`src/rtl/tx_scan_pkg.sv`:
```
package tx_scan_pkg;
  typedef enum logic {ST_SEEK = 1'b0, ST_HOLD = 1'b1} scan_state_t;

  function automatic int unsigned wrap_next(int unsigned cur, int unsigned n);
    return (cur >= n - 1) ? 0 : cur + 1;
  endfunction
endpackage

```
`src/rtl/txs_ctrl_reg.sv`:
```
module txs_ctrl_reg #(
  parameter int NUM_LINES = 4
) (
  input  logic                 clk,
  input  logic                 rst_n,
  input  logic                 mclr,
  input  logic                 en_wr,
  input  logic [NUM_LINES-1:0] en_wdata,
  input  logic                 dtr_wr,
  input  logic [NUM_LINES-1:0] dtr_wdata,
  output logic [NUM_LINES-1:0] en_q,
  output logic [NUM_LINES-1:0] dtr_q
);
  // enable byte: cleared by reset and by master clear
  always_ff @(posedge clk) begin
    if (!rst_n || mclr) en_q <= '0;
    else if (en_wr)     en_q <= en_wdata;
  end

  // modem-control byte: only chip reset clears it
  always_ff @(posedge clk) begin
    if (!rst_n)      dtr_q <= '0;
    else if (dtr_wr) dtr_q <= dtr_wdata;
  end
endmodule

```
`src/rtl/txs_scanner.sv`:
```
module txs_scanner
  import tx_scan_pkg::*;
#(
  parameter int NUM_LINES = 4,
  localparam int LINE_W = (NUM_LINES > 1) ? $clog2(NUM_LINES) : 1
) (
  input  logic                 clk,
  input  logic                 rst_n,
  input  logic                 mclr,
  input  logic                 scan_en,
  input  logic [NUM_LINES-1:0] qual_vec,
  input  logic                 take,
  output logic [LINE_W-1:0]    ptr,
  output logic                 rdy
);
  localparam logic [LINE_W-1:0] LAST = LINE_W'(NUM_LINES - 1);

  scan_state_t      state;
  logic             qual;
  logic [LINE_W-1:0] ptr_nxt;

  assign qual    = scan_en & qual_vec[ptr];
  assign rdy     = (state == ST_HOLD) & qual;
  assign ptr_nxt = (ptr == LAST) ? '0 : ptr + 1'b1;

  always_ff @(posedge clk) begin
    if (!rst_n || mclr) begin
      state <= ST_SEEK;
      ptr   <= '0;
    end else if (!scan_en) begin
      state <= ST_SEEK;
    end else if (state == ST_HOLD) begin
      if (!qual || take) begin
        state <= ST_SEEK;
        ptr   <= ptr_nxt;
      end
    end else if (qual) begin
      state <= ST_HOLD;
    end else begin
      ptr <= ptr_nxt;
    end
  end
endmodule

```
`src/rtl/tx_line_scanner.sv`:
```
module tx_line_scanner #(
  parameter int NUM_LINES = 4,
  parameter int DATA_W    = 8,
  localparam int LINE_W   = (NUM_LINES > 1) ? $clog2(NUM_LINES) : 1
) (
  input  logic                 clk,
  input  logic                 rst_n,
  input  logic                 mclr,
  input  logic                 scan_en,
  input  logic                 tx_ie,
  input  logic                 en_wr,
  input  logic [NUM_LINES-1:0] en_wdata,
  input  logic                 dtr_wr,
  input  logic [NUM_LINES-1:0] dtr_wdata,
  input  logic [NUM_LINES-1:0] line_empty,
  input  logic                 tdr_valid,
  input  logic [DATA_W-1:0]    tdr_data,
  output logic                 tdr_ready,
  output logic                 load_valid,
  output logic [LINE_W-1:0]    load_line,
  output logic [DATA_W-1:0]    load_data,
  output logic                 tx_rdy,
  output logic [LINE_W-1:0]    tx_line,
  output logic                 tx_irq,
  output logic [NUM_LINES-1:0] tcr_en,
  output logic [NUM_LINES-1:0] dtr
);
  logic [NUM_LINES-1:0] qual_vec;
  logic                 take;

  txs_ctrl_reg #(.NUM_LINES(NUM_LINES)) u_tcr (
    .clk(clk), .rst_n(rst_n), .mclr(mclr),
    .en_wr(en_wr), .en_wdata(en_wdata),
    .dtr_wr(dtr_wr), .dtr_wdata(dtr_wdata),
    .en_q(tcr_en), .dtr_q(dtr)
  );

  for (genvar i = 0; i < NUM_LINES; i++) begin : g_qual
    assign qual_vec[i] = tcr_en[i] & line_empty[i];
  end

  txs_scanner #(.NUM_LINES(NUM_LINES)) u_scan (
    .clk(clk), .rst_n(rst_n), .mclr(mclr), .scan_en(scan_en),
    .qual_vec(qual_vec), .take(take), .ptr(tx_line), .rdy(tx_rdy)
  );

  assign tdr_ready  = tx_rdy;
  assign take       = tdr_valid & tx_rdy;
  assign load_valid = take;
  assign load_line  = tx_line;
  assign load_data  = tdr_data;
  assign tx_irq     = tx_rdy & tx_ie;
endmodule

```
`config.mk`:
```
export PLATFORM = sky130hd
export DESIGN_NAME = tx_line_scanner
export DESIGN_NICKNAME = d
export VERILOG_FILES = /design/src/rtl/tx_scan_pkg.sv /design/src/rtl/txs_ctrl_reg.sv /design/src/rtl/txs_scanner.sv /design/src/rtl/tx_line_scanner.sv
export SDC_FILE = /design/constraint.sdc
export NUM_CORES = 1
export LEC_CHECK = 0
export BUFFER_PORTS_ARGS = -buffer_cell sky130_fd_sc_hd__buf_2
export CORE_MARGIN = 3
export CORE_UTILIZATION = 39
export CTS_CLUSTER_SIZE = 8
export DETAILED_ROUTE_END_ITERATION = 10
export PLACE_DENSITY = 0.92
export RECOVER_POWER = 100
export SYNTH_ARGS = -nofsm -noshare
export SYNTH_HDL_FRONTEND = slang
export SYNTH_SLANG_ARGS = --single-unit
export TNS_END_PERCENT = 10
```
`constraint.sdc`:
```
create_clock -name clk -period 2.35 [get_ports clk]
set_input_delay 0.3525 -clock clk [delete_from_list [all_inputs] [get_ports clk]]
set_output_delay 0.3525 -clock clk [all_outputs]
set_load 0.01 [all_outputs]
```
=== After elaboration in Yosys (flattened, before gate mapping) ===
Cells that the tools add are included.
Widths: inputs -> output; s select.

* Equal/unequal tests: 3
* Add/subtract/negate cells: 1
* Divide/modulo/power cells: 0
* $mul: 0
* Shifts and indexed selects: 0
* Bitwise logic cells: 9
* Muxes and demuxes: 9
* Reductions and logical operators: 6
* $lt $le $gt $ge: 1

{| class="wikitable"
|+ Operators with widths
! operator !! number
|-
| $and 1x1->1 || 8
|-
| $mux 2 || 4
|-
| $mux 1 || 4
|-
| $lt 2x3->1 const B || 1
|-
| $reduce_and 3->1 || 1
|-
| $add 2x1->2 const B || 1
|-
| $bmux 1 s2 || 1
|-
| $eq 2x2->1 const B || 1
|-
| $logic_not 1->1 || 2
|-
| $logic_or 1x1->1 || 2
|-
| $ne 2x1->1 const B || 1
|-
| $ne 2x2->1 const B || 1
|-
| $reduce_or 2->1 || 1
|-
| $not 1->1 || 1
|}

* Latch bits: 0
* Logic and storage cells: 33
* Memories: 0
* Input bits: 28
* ROM bits: 0
* Memory bits (writable): 0
* Flip-flop bits (word level): 11

=== Longest topological paths before layout ===
Gate-level depths: netlist of the first run.

* Depth in word-level cells: 9
* Depth in mapped cells: 5
* Mapped depth without buffers: 4

=== Hierarchy ===
Synthesis of the first run repeated with hierarchy kept, for this count alone.

* Cell total of the unflattened synthesis: 65
* Area, all modules: 610.6 um^2

{| class="wikitable"
|+ By module, submodules not included
! module !! area an instance (um^2) !! cells an instance !! times used !! sequential area each (um^2)
|-
| txs_ctrl_reg || 305.3 || 27 || 1 || 160.2
|-
| txs_scanner || 185.2 || 21 || 1 || 60.1
|-
| tx_line_scanner || 120.1 || 17 || 1 || 0.0
|}

=== Worst setup path before layout of the first run ===
No wires, ideal clock.

* Path kind: register -> output
* Start: register u_scan.ptr[0]
* End: output port tx_rdy
* Stages on the path, launching flop included: 5
* Arrival: 1.509 ns
* Slack: 0.489 ns
* Data required time: 1.997 ns
* Path buffers: 1
* Cell sequence: dfxtp_1 > mux4_2 > nor2_1 > and2_1 > buf_4

* Cells in the longest elaborated chain, start to end: 4

{| class="wikitable"
|+ RTL lines
! item !! line !! text
|-
| from (decl) || txs_scanner.sv:13 || <nowiki>output logic [LINE_W-1:0] ptr,</nowiki>
|-
| from (signal assigned) || txs_scanner.sv:35 || <nowiki>ptr <= ptr_nxt;</nowiki>
|-
| from (signal assigned) || txs_scanner.sv:40 || <nowiki>ptr <= ptr_nxt;</nowiki>
|-
| $bmux 1 s2 || txs_scanner.sv:22 || <nowiki>assign qual = scan_en & qual_vec[ptr];</nowiki>
|-
| $mux 1 (implied by the code) || txs_scanner.sv:22 ||
|-
| $and 1x1->1 || txs_scanner.sv:22 ||
|-
| $and 1x1->1 || txs_scanner.sv:23 || <nowiki>assign rdy = (state == ST_HOLD) & qual;</nowiki>
|-
| to (decl) || tx_line_scanner.sv:22 || <nowiki>output logic tx_rdy,</nowiki>
|}

No other way between the ends. The select of a mux whose other input is x is not followed.

=== Final worst setup path of the first run ===
* Start: register u_scan.ptr[0]
* End: output port tdr_ready

* Cells in the longest elaborated chain, start to end: 4

{| class="wikitable"
|+ RTL lines
! item !! line !! text
|-
| $bmux 1 s2 || txs_scanner.sv:22 ||
|-
| $mux 1 (implied by the code) || txs_scanner.sv:22 ||
|-
| $and 1x1->1 || txs_scanner.sv:22 ||
|-
| $and 1x1->1 || txs_scanner.sv:23 ||
|-
| to (decl) || tx_line_scanner.sv:18 || <nowiki>output logic tdr_ready,</nowiki>
|}

No other way between the ends. The select of a mux whose other input is x is not followed.

==> flow_summary.ini, run 1 <==
[detailed_routing]
drtIter0Drc = 10
first_pass_iters = 4
drt-vias-per-instance = 5.20
ant_nets = 0
vias = 567
wl_per_cell_um = 13.3
drcViolationCount = 0
routed_wl_mm = 1.45

[clock_network]
cts_tree = built
postCtsSetupBuffers = 0
post_cts_resized = 0
clk_latency_ns = 0.27
cts_hold_buf = 0
cts_sinks = 11
numCtsBuffers = 3
cts-root-buf = clkbuf_4
clk_pin_slew_ns = 0.07
cts_buffer_depth = 2
cts-htree-levels = 1

[synth]
syn_nets = 97
synthesis.yosys.warnings = 0
yosysTopAreaCell = dfxtp_1
synth.area.top_cells = dfxtp_1 36%, mux2i_1 15%, buf_4 14%, nor2b_1 5.2%, nand2_1 4.3%
netlist.area_leader.share = 0.363
synthArstFlopShare = 0
syn_area_per_cell_um2 = 8.92
ys_types = 19
ys_seq_elements = 11
synth-edff-count = 0
syn_area_um2 = 607
ys_seq_area_frac = 0.363
ys.flop_type = dfxtp_1
synth_cells = 68

[floorplan]
rows = 13
initial_utilization = 0.439
core_mm2 = 0.00138
die_x_um = 45.4
die-height_um = 45.4
ios = 52
dieArea_mm2 = 0.00207

[timing]
slew_viol_final = 0
fin_crit_ns = 2.21
tns_ns = 0
final-setup-viol-count = 0
clock.fmax_mhz = 453
worst_slew_pin_slew_ns = 0.375
hold_ws_ns = 0.317
hold_viol_final = 0
finalClockSkew_ns = 0.00169
rsz0062_at_grt = false
maxSlewHeadroom = 0.749
setup_ws_ns = 0.145
finalCritPeriodShare = 0.938

[final_layout]
area_growth_pct = 18.8
multi_input_area_um2 = 293
regArea_um2 = 220
layout-drive-gt1-share = 0.277
fill_cells = 143
final_cell_area_um2 = 721
layout_commonest_cell = buf_2
final_nets = 124
diodes = 0
final_cell_mix = 22 x buf_2, 14 x clkbuf_1, 11 x dfxtp_1, 9 x mux2i_1, 7 x nand2_1

[grt]
first_global_vias = 525
grt_pass1_wl_mm = 2.32
grt_usage = 0.165
grt-ovfl-total = 0
antenna_found_initial = 0
grt_max_degree = 8

[place]
place_area_um2 = 711
numPortBuffers = 35
dpl_worst_slack_ns = 0.497
gp_congestion = 0.705
hpwl_mm = 1.14

[pwr]
power_mw = 0.385
p_per_area_mw_per_mm2 = 535
leakage_nw = 0.335
ir_drop_uv = 306

[setup_path]
crit_chain = mux4_2 > nor2_1 > and2_0 > buf_2
cp-end-kind = output port
critical_path.top_delay_family = multiplexers
cp.arrival_ns = 1.85
crit_path_top_delay_cell = mux4_2
path_buf_inv = 1
cp_max_fo = 7
startpoint_type = flop
cp.required_ns = 2.00
max_stage_delay_ns = 0.61
crit_type = reg -> out

[worst_hold_path]
hold_path_class = in -> reg

[outcome]
status = finished clean

[run]
max_cap_violations = 0
through the flow:
stage	cells	util
floorplan	68	-
global placement	105	0.514
detailed placement	105	0.514
CTS	109	0.533
global route	109	0.521
finish	109	0.521
final timing paths:
path	start	endpoint	slack (ns)	cells after the start
worst max register to register	u_scan.ptr[0]$_SDFFE_PP0P_	u_scan.ptr[1]$_SDFFE_PP0P_	0.70	3
worst max-delay path	u_scan.ptr[0]$_SDFFE_PP0P_	tdr_ready	0.14	4
worst min-delay path	en_wdata[0]	u_tcr.en_q[0]$_SDFFE_PP0P_	0.32	3
worst min register to register	u_tcr.en_q[0]$_SDFFE_PP0P_	u_tcr.en_q[0]$_SDFFE_PP0P_	0.52	2
cells in the mapped netlist, types with 2 or more instances:
library cell	number
nand2b_1	2
mux2i_1	9
nand2_1	7
nor2_1	5
dfxtp_1	11
clkbuf_1	2
nor2b_1	5
nor3_1	3
buf_4	11
and3_1	2
nand3_1	3
sequential cells by signal, indices dropped and copies added (netlist names):
signal	cells
u_tcr.dtr_q	4
u_scan.ptr	2
u_scan.state	1
u_tcr.en_q	4
cell families after synthesis:
kind of cell | after synthesis | synth area share
AOI/OAI and AO/OA | 3 | 0.0392
and+or+nand+nor | 29 | 0.237
buffers and inverters | 14 | 0.155
adders and majority gates | 1 | 0.0206
muxes | 10 | 0.186
DFF | 11 | 0.363
per-layer routing:
layer  part of all wire  vias to the layer above  GRT usage
met5                  0                        -          0
met4              0.045                        0      0.164
met3              0.098                        7     0.0474
met2               0.51                       29      0.276
met1               0.35                      258      0.155
li1                   -                      273          -
layout make-up:
cell class | count | area share
inverters | 1 | 0.00521
multi-input cells | 43 | 0.406
well taps | 15 | 0.0260
flip-flops and latches | 11 | 0.306
repair buffers | 35 | 0.220
clock buffers | 4 | 0.0365
power breakdown:
group          internal (mW)  switching (mW)  leakage (nW)
clock                 0.0659          0.0638        0.0150
sequential             0.194         0.00605        0.0900
combinational         0.0278          0.0278         0.230
worst register-to-register path, delay by kind of cell (launching register included):
family         cells  cell delay (ns)
multiplexers       2             0.76
AO/OA/AOI/OAI      1             0.32
flip-flops         1             0.46
No activity file was read; power rests on OpenSTA's default activity.
==> run 2: changes to the inputs <==
--- a/config.mk
+++ b/config.mk
@@ -5,13 +5,15 @@
 export SDC_FILE = /design/constraint.sdc
 export NUM_CORES = 1
 export LEC_CHECK = 0
+export ABC_AREA = 1
 export BUFFER_PORTS_ARGS = -buffer_cell sky130_fd_sc_hd__buf_2
-export CORE_MARGIN = 3
+export CORE_MARGIN = 2
 export CORE_UTILIZATION = 39
 export CTS_CLUSTER_SIZE = 8
 export DETAILED_ROUTE_END_ITERATION = 10
-export PLACE_DENSITY = 0.92
+export PLACE_DENSITY = 0.93
 export RECOVER_POWER = 100
+export SLEW_MARGIN = 15
 export SYNTH_ARGS = -nofsm -noshare
 export SYNTH_HDL_FRONTEND = slang
 export SYNTH_SLANG_ARGS = --single-unit
==> flow_summary.ini, run 2 <==
[detailed_routing]
top_layer = met3
wl_met3_um = 140
drcViolationCount = 0
vias = 591
drt-met1-wl_um = 507
wl_met2_um = 612
routed_wl_mm = 1.26
first_pass_iters = 4
wl_per_cell_um = 10.2
ant_nets = 0
drtIter0Drc = 7
drt-vias-per-instance = 4.77

[setup_path]
crit_type = reg -> out
crit_top_cell = nand3_1
crit_chain = inv_1 > nand3_1 > nand3_1 > nand3_1 > nor3b_1 > buf_2
path_buf_inv = 2
r2r_setup_slack_ns = 1.08
critical_path.endpoint = tx_irq
cp_max_fo = 7
cp-end-kind = output port
crit_path_top_delay_cell = dfxtp_1
max_stage_delay_ns = 0.37
critical_path.top_delay_family = simple AND/OR/NAND/NOR gates
cp.arrival_ns = 1.41
reg2reg_to = u_scan.ptr[0]$_SDFFE_PP0P_
cp.required_ns = 2.00
startpoint_type = flop
rr_startpoint = u_scan.ptr[0]$_SDFFE_PP0P_
worstSetupStartpoint = u_scan.ptr[0]$_SDFFE_PP0P_
r2r_cells = 8
crit_cells = 6

[floorplan]
core_mm2 = 0.00145
dieArea_mm2 = 0.00184
rows = 14
die_x_um = 42.9
ios = 52
die-height_um = 42.9
initial_utilization = 0.406

[synth]
ys.flop_type = dfxtp_1
syn_nets = 109
synth_cells = 80
ys_seq_area_frac = 0.373
syn_area_per_cell_um2 = 7.38
syn_area_um2 = 591
yosysMostFrequentCell = nor2_1
synthesis.yosys.warnings = 0
ys_top_cells_by_count = 14 x nor2_1, 13 x nand2_1, 11 x buf_4, 11 x dfxtp_1, 9 x inv_1
ys_types = 15
yosysTopAreaCell = dfxtp_1
ys_seq_elements = 11
synth-edff-count = 0
synth.area.top_cells = dfxtp_1 37%, buf_4 14%, nor2_1 8.9%, nand2_1 8.3%, inv_1 5.7%
synthArstFlopShare = 0
netlist.area_leader.share = 0.373

[run]
max_cap_violations = 0

[final_layout]
fill_cells = 171
diodes = 0
layout_commonest_cell = buf_2
area_growth_pct = 16.1
final_cell_mix = 19 x buf_2, 17 x clkbuf_1, 14 x nor2_1, 14 x nand2_1, 11 x dfxtp_1
layout-drive-gt1-share = 0.231
finalNonFillerCells = 124
final_cell_area_um2 = 686
finish.utilization = 0.472
top_regs = u_tcr.dtr_q x4, u_tcr.en_q x4, u_scan.ptr x2
final_nets = 138

[timing]
tns_ns = 0
finalClockSkew_ns = 0.0111
worst_slew_pin_slew_ns = 0.260
setup_ws_ns = 0.584
fin_crit_ns = 1.77
hold_ws_ns = 0.312
slew_viol_final = 0
maxSlewHeadroom = 0.826
final-setup-viol-count = 0
hold_viol_final = 0
clock.fmax_mhz = 566
finalCritPeriodShare = 0.751
rsz0062_at_grt = false

[clock_network]
cts_sinks = 11
clk_pin_slew_ns = 0.08
cts_tree = built
cts-root-buf = clkbuf_4
postCtsSetupBuffers = 0
cts_buffer_depth = 2
cts-htree-levels = 1
post_cts_resized = 0
clk_latency_ns = 0.26
cts_hold_buf = 0
numCtsBuffers = 3

[pwr]
power_mw = 0.385
ir_drop_uv = 368
leakage_nw = 0.324
p_per_area_mw_per_mm2 = 562

[grt]
grt_max_degree = 8
grt-ovfl-total = 0
antenna_found_initial = 0
first_global_vias = 536
grt_usage = 0.144
grt_pass1_wl_mm = 2.04

[place]
dpl_worst_slack_ns = 0.872
hpwl_mm = 1.02
numPortBuffers = 35
place_area_um2 = 703
gp_congestion = 0.718
placed_cells_incl_taps = 120

[outcome]
status = finished clean

[worst_hold_path]
hold_path_class = in -> reg
==> run 2: changes by cell type in the layout (fill, tap and decap cells not counted), moves of 5 or more <==
cell,change
nor2_1,+9
nor2b_1,-5
inv_1,+8
nand2_1,+7
mux2i_1,-9
==> run 2: report_power, final <==
group | switching [mW] | internal, mW | total, mW
Clock | 0.0605 | 0.0655 | 0.126
Combinational | 0.0321 | 0.0251 | 0.0572
Sequential | 0.00682 | 0.195 | 0.202
==> run 2: worst min-delay path: stages <==
cell	delay, ns
buf_2	0.07
nor2_1	0.04
nor2_1	0.08
==> run 2: cell families (layout without fill, tap and decap cells) <==
| family | count (synthesis) | after routing | share of synthesized area |
|---|---|---|---|
| DFF | 11 | 11 | 0.373 |
| and+or+nand+nor | 39 | 39 | 0.309 |
| buffers and inverters | 20 | 48 | 0.197 |
| adders and majority gates | 1 | 1 | 0.0212 |
| AOI/OAI and AO/OA | 9 | 9 | 0.0996 |
==> run 2: worst min-delay path by stage <==
stage                     cells after the start                       start                           to
after CTS                                     3                dtr_wdata[1]  u_tcr.dtr_q[1]$_SDFFE_PN0P_
after global routing                          3                dtr_wdata[2]  u_tcr.dtr_q[2]$_SDFFE_PN0P_
after detailed placement                      2  u_tcr.en_q[1]$_SDFFE_PP0P_   u_tcr.en_q[1]$_SDFFE_PP0P_
after global placement                        2  u_tcr.en_q[1]$_SDFFE_PP0P_   u_tcr.en_q[1]$_SDFFE_PP0P_
after floorplan                               2                dtr_wdata[0]  u_tcr.dtr_q[0]$_SDFFE_PN0P_
final                                         3                dtr_wdata[1]  u_tcr.dtr_q[1]$_SDFFE_PN0P_
==> run 2: cell type report <==
type                    count  area [µm²]  share of cell area
multi-input cells          49         230               0.336
clock buffers               4        26.3              0.0383
well taps                  16        20.0              0.0292
inverters                   9        33.8              0.0493
flip-flops and latches     11         220               0.321
repair buffers             35         155               0.226
==> run 2: metal layers <==
metal,global-route usage,up-vias
li1,-,298
met1,0.171,257
met2,0.258,36
met3,0.0298,0
met4,0.0375,0
met5,0,-
==> run 3: changes to the inputs <==
--- a/config.mk
+++ b/config.mk
@@ -8,10 +8,10 @@
 export ABC_AREA = 1
 export BUFFER_PORTS_ARGS = -buffer_cell sky130_fd_sc_hd__buf_2
 export CORE_MARGIN = 2
-export CORE_UTILIZATION = 39
+export CORE_UTILIZATION = 32
 export CTS_CLUSTER_SIZE = 8
 export DETAILED_ROUTE_END_ITERATION = 10
-export PLACE_DENSITY = 0.93
+export PLACE_DENSITY = 0.83
 export RECOVER_POWER = 100
 export SLEW_MARGIN = 15
 export SYNTH_ARGS = -nofsm -noshare
==> constraint.sdc (replaced) <==
create_clock -name clk -period 1.6 [get_ports clk]
set_input_delay 0.24 -clock clk [delete_from_list [all_inputs] [get_ports clk]]
set_output_delay 0.24 -clock clk [all_outputs]
set_load 0.01 [all_outputs]
==> flow_summary.ini, run 3 (synthesis results as in run 2) <==
[outcome]
status = finished clean

[timing]
maxSlewHeadroom = 0.868
hold_viol_final = 0
finalClockSkew_ns = 0.00433
fin_crit_ns = 1.51
slew_viol_final = 0
worst_slew_pin_slew_ns = 0.197
setup_ws_ns = 0.0901
finalCritPeriodShare = 0.944
clock.fmax_mhz = 662
final-setup-viol-count = 0

[place]
hpwl_mm = 1.04
place_area_um2 = 714
gp_congestion = 0.742
dpl_worst_slack_ns = 0.248
numPortBuffers = 35

[detailed_routing]
routed_wl_mm = 1.33
ant_nets = 0
drt-vias-per-instance = 4.36
vias = 588
wl_per_cell_um = 9.84
drcViolationCount = 0
drtIter0Drc = 1
first_pass_iters = 4

[pwr]
p_clk_frac = 0.327
switching_power_mw = 0.164
pwr-share-seq = 0.502
ir_drop_uv = 554
p_per_area_mw_per_mm2 = 763
swShare = 0.277
leakage_nw = 0.411
pwr-share-comb = 0.171
internal_power_mw = 0.427

[grt]
grt_usage = 0.136
first_global_vias = 493
grt_max_degree = 8
grt-ovfl-total = 0
grt_pass1_wl_mm = 1.99
antenna_found_initial = 0

[final_layout]
layout_commonest_cell = buf_2
area_growth_pct = 30.9
finish.utilization = 0.448
layout-drive-gt1-share = 0.464
top_regs = u_tcr.dtr_q x4, u_tcr.en_q x4, u_scan.ptr x2
final_cell_area_um2 = 773
diodes = 0
final_nets = 140
final_cell_mix = 34 x buf_2, 14 x nor2_1, 13 x nand2_1, 9 x dfxtp_1, 8 x inv_1

[floorplan]
die-height_um = 47.0
die_x_um = 47.0
ios = 52
rows = 15
core_mm2 = 0.00173
dieArea_mm2 = 0.00221
initial_utilization = 0.342

[setup_path]
cp.required_ns = 1.36
cp_max_fo = 7
r2r_setup_slack_ns = 0.36
cp.arrival_ns = 1.27
cp-end-kind = output port
r2r_cells = 9
crit_type = reg -> out
startpoint_type = flop
rr_startpoint = u_scan.ptr[0]$_SDFFE_PP0P_
reg2reg_to = u_scan.ptr[0]$_SDFFE_PP0P_

[worst_hold_path]
hold_path_class = in -> reg
hold_path.startpoint = dtr_wdata[3]
hold_depth = 3
hold_end = u_tcr.dtr_q[3]$_SDFFE_PN0P_

[clock_network]
numCtsBuffers = 3
cts_sinks = 11
cts_hold_buf = 0
clk_latency_ns = 0.28
cts-root-buf = clkbuf_4
cts_tree = built
cts-htree-levels = 1
cts_buffer_depth = 2
clk_pin_slew_ns = 0.07

[run]
max_cap_violations = 0
==> run 3: cell types whose count changed in the layout (fill, tap and decap cells not counted), moves of 2 or more <==
cell	before	now
buf_2	19	34
buf_4	0	2
clkbuf_1	17	1
nand3_1	6	4
dfxtp_1	11	9
==> run 3: critical path: stages, from the launching register on <==
cell	delay (ns)
dfxtp_4	0.37
inv_2	0.07
nand3_1	0.08
nand3_2	0.11
nand3_4	0.09
nor3b_2	0.15
buf_2	0.14
==> run 3: how the worst max path moves through the flow <==
stage / from / to / cells after the start
after floorplan: u_scan.ptr[0]$_SDFFE_PP0P_ / tx_rdy / 5
after global placement: u_scan.ptr[0]$_SDFFE_PP0P_ / tx_irq / 5
after detailed placement: u_scan.ptr[0]$_SDFFE_PP0P_ / tx_irq / 5
after CTS: u_scan.ptr[0]$_SDFFE_PP0P_ / tx_irq / 6
after global routing: u_scan.ptr[0]$_SDFFE_PP0P_ / tx_irq / 6
final: u_scan.ptr[0]$_SDFFE_PP0P_ / tx_irq / 6
==> run 3: stage by stage <==
| stage | std cells | power, mW | setup TNS, ns | hold slack (ns) |
|---|---|---|---|---|
| 4_1_cts | 133 | 0.598 | 0 | 0.174 |
| 5_1_grt | 135 | 0.633 | -0.00131 | 0.174 |
| 3_3_place_gp | 129 | 0.394 | 0 | 0.465 |
| 2_1_floorplan | 80 | 0.373 | 0 | 0.375 |
| 3_5_place_dp | 129 | 0.397 | 0 | 0.471 |
| 6_report | 135 | 0.590 | 0 | 0.186 |
==> run 3: area by class of cell <==
cell class                 count  area, µm²
sequential                    11        225
tap                           25       31.3
fill                         195        953
inverter                       9       33.8
clock buffer                   3       22.5
timing repair buffer          37        189
multi-input combinational     49        267
clock inverter                 1       5.00
==> run 3: timing repair <==
| item | CTS | global route |
|---|---|---|
| gates cloned | 0 | 0 |
| buffers inserted | 0 | 2 |
| resized for setup | 2 | 4 |
| setup endpoints to repair | 4 | 4 |
==> run 3: metal layers <==
layer  vias to the layer above  part of all wire  wire length [µm]  GRT usage
met5                         -                 0                 0          0
met2                        30              0.49               657      0.219
met1                       257              0.38               506      0.138
met4                         0                 0                 0     0.0500
met3                         0              0.12               163     0.0962
li1                        301                 -                 -          -
==> run 3: power groups by stage <==
| stage | logic, mW | registers [mW] | clock network, mW |
|---|---|---|---|
| after floorplan | 0.0650 | 0.308 | 0 |
| after global placement | 0.0919 | 0.302 | 0 |
| after detailed placement | 0.0945 | 0.302 | 0 |
| after CTS | 0.0964 | 0.296 | 0.205 |
| after global routing | 0.114 | 0.298 | 0.221 |
| final | 0.101 | 0.296 | 0.193 |
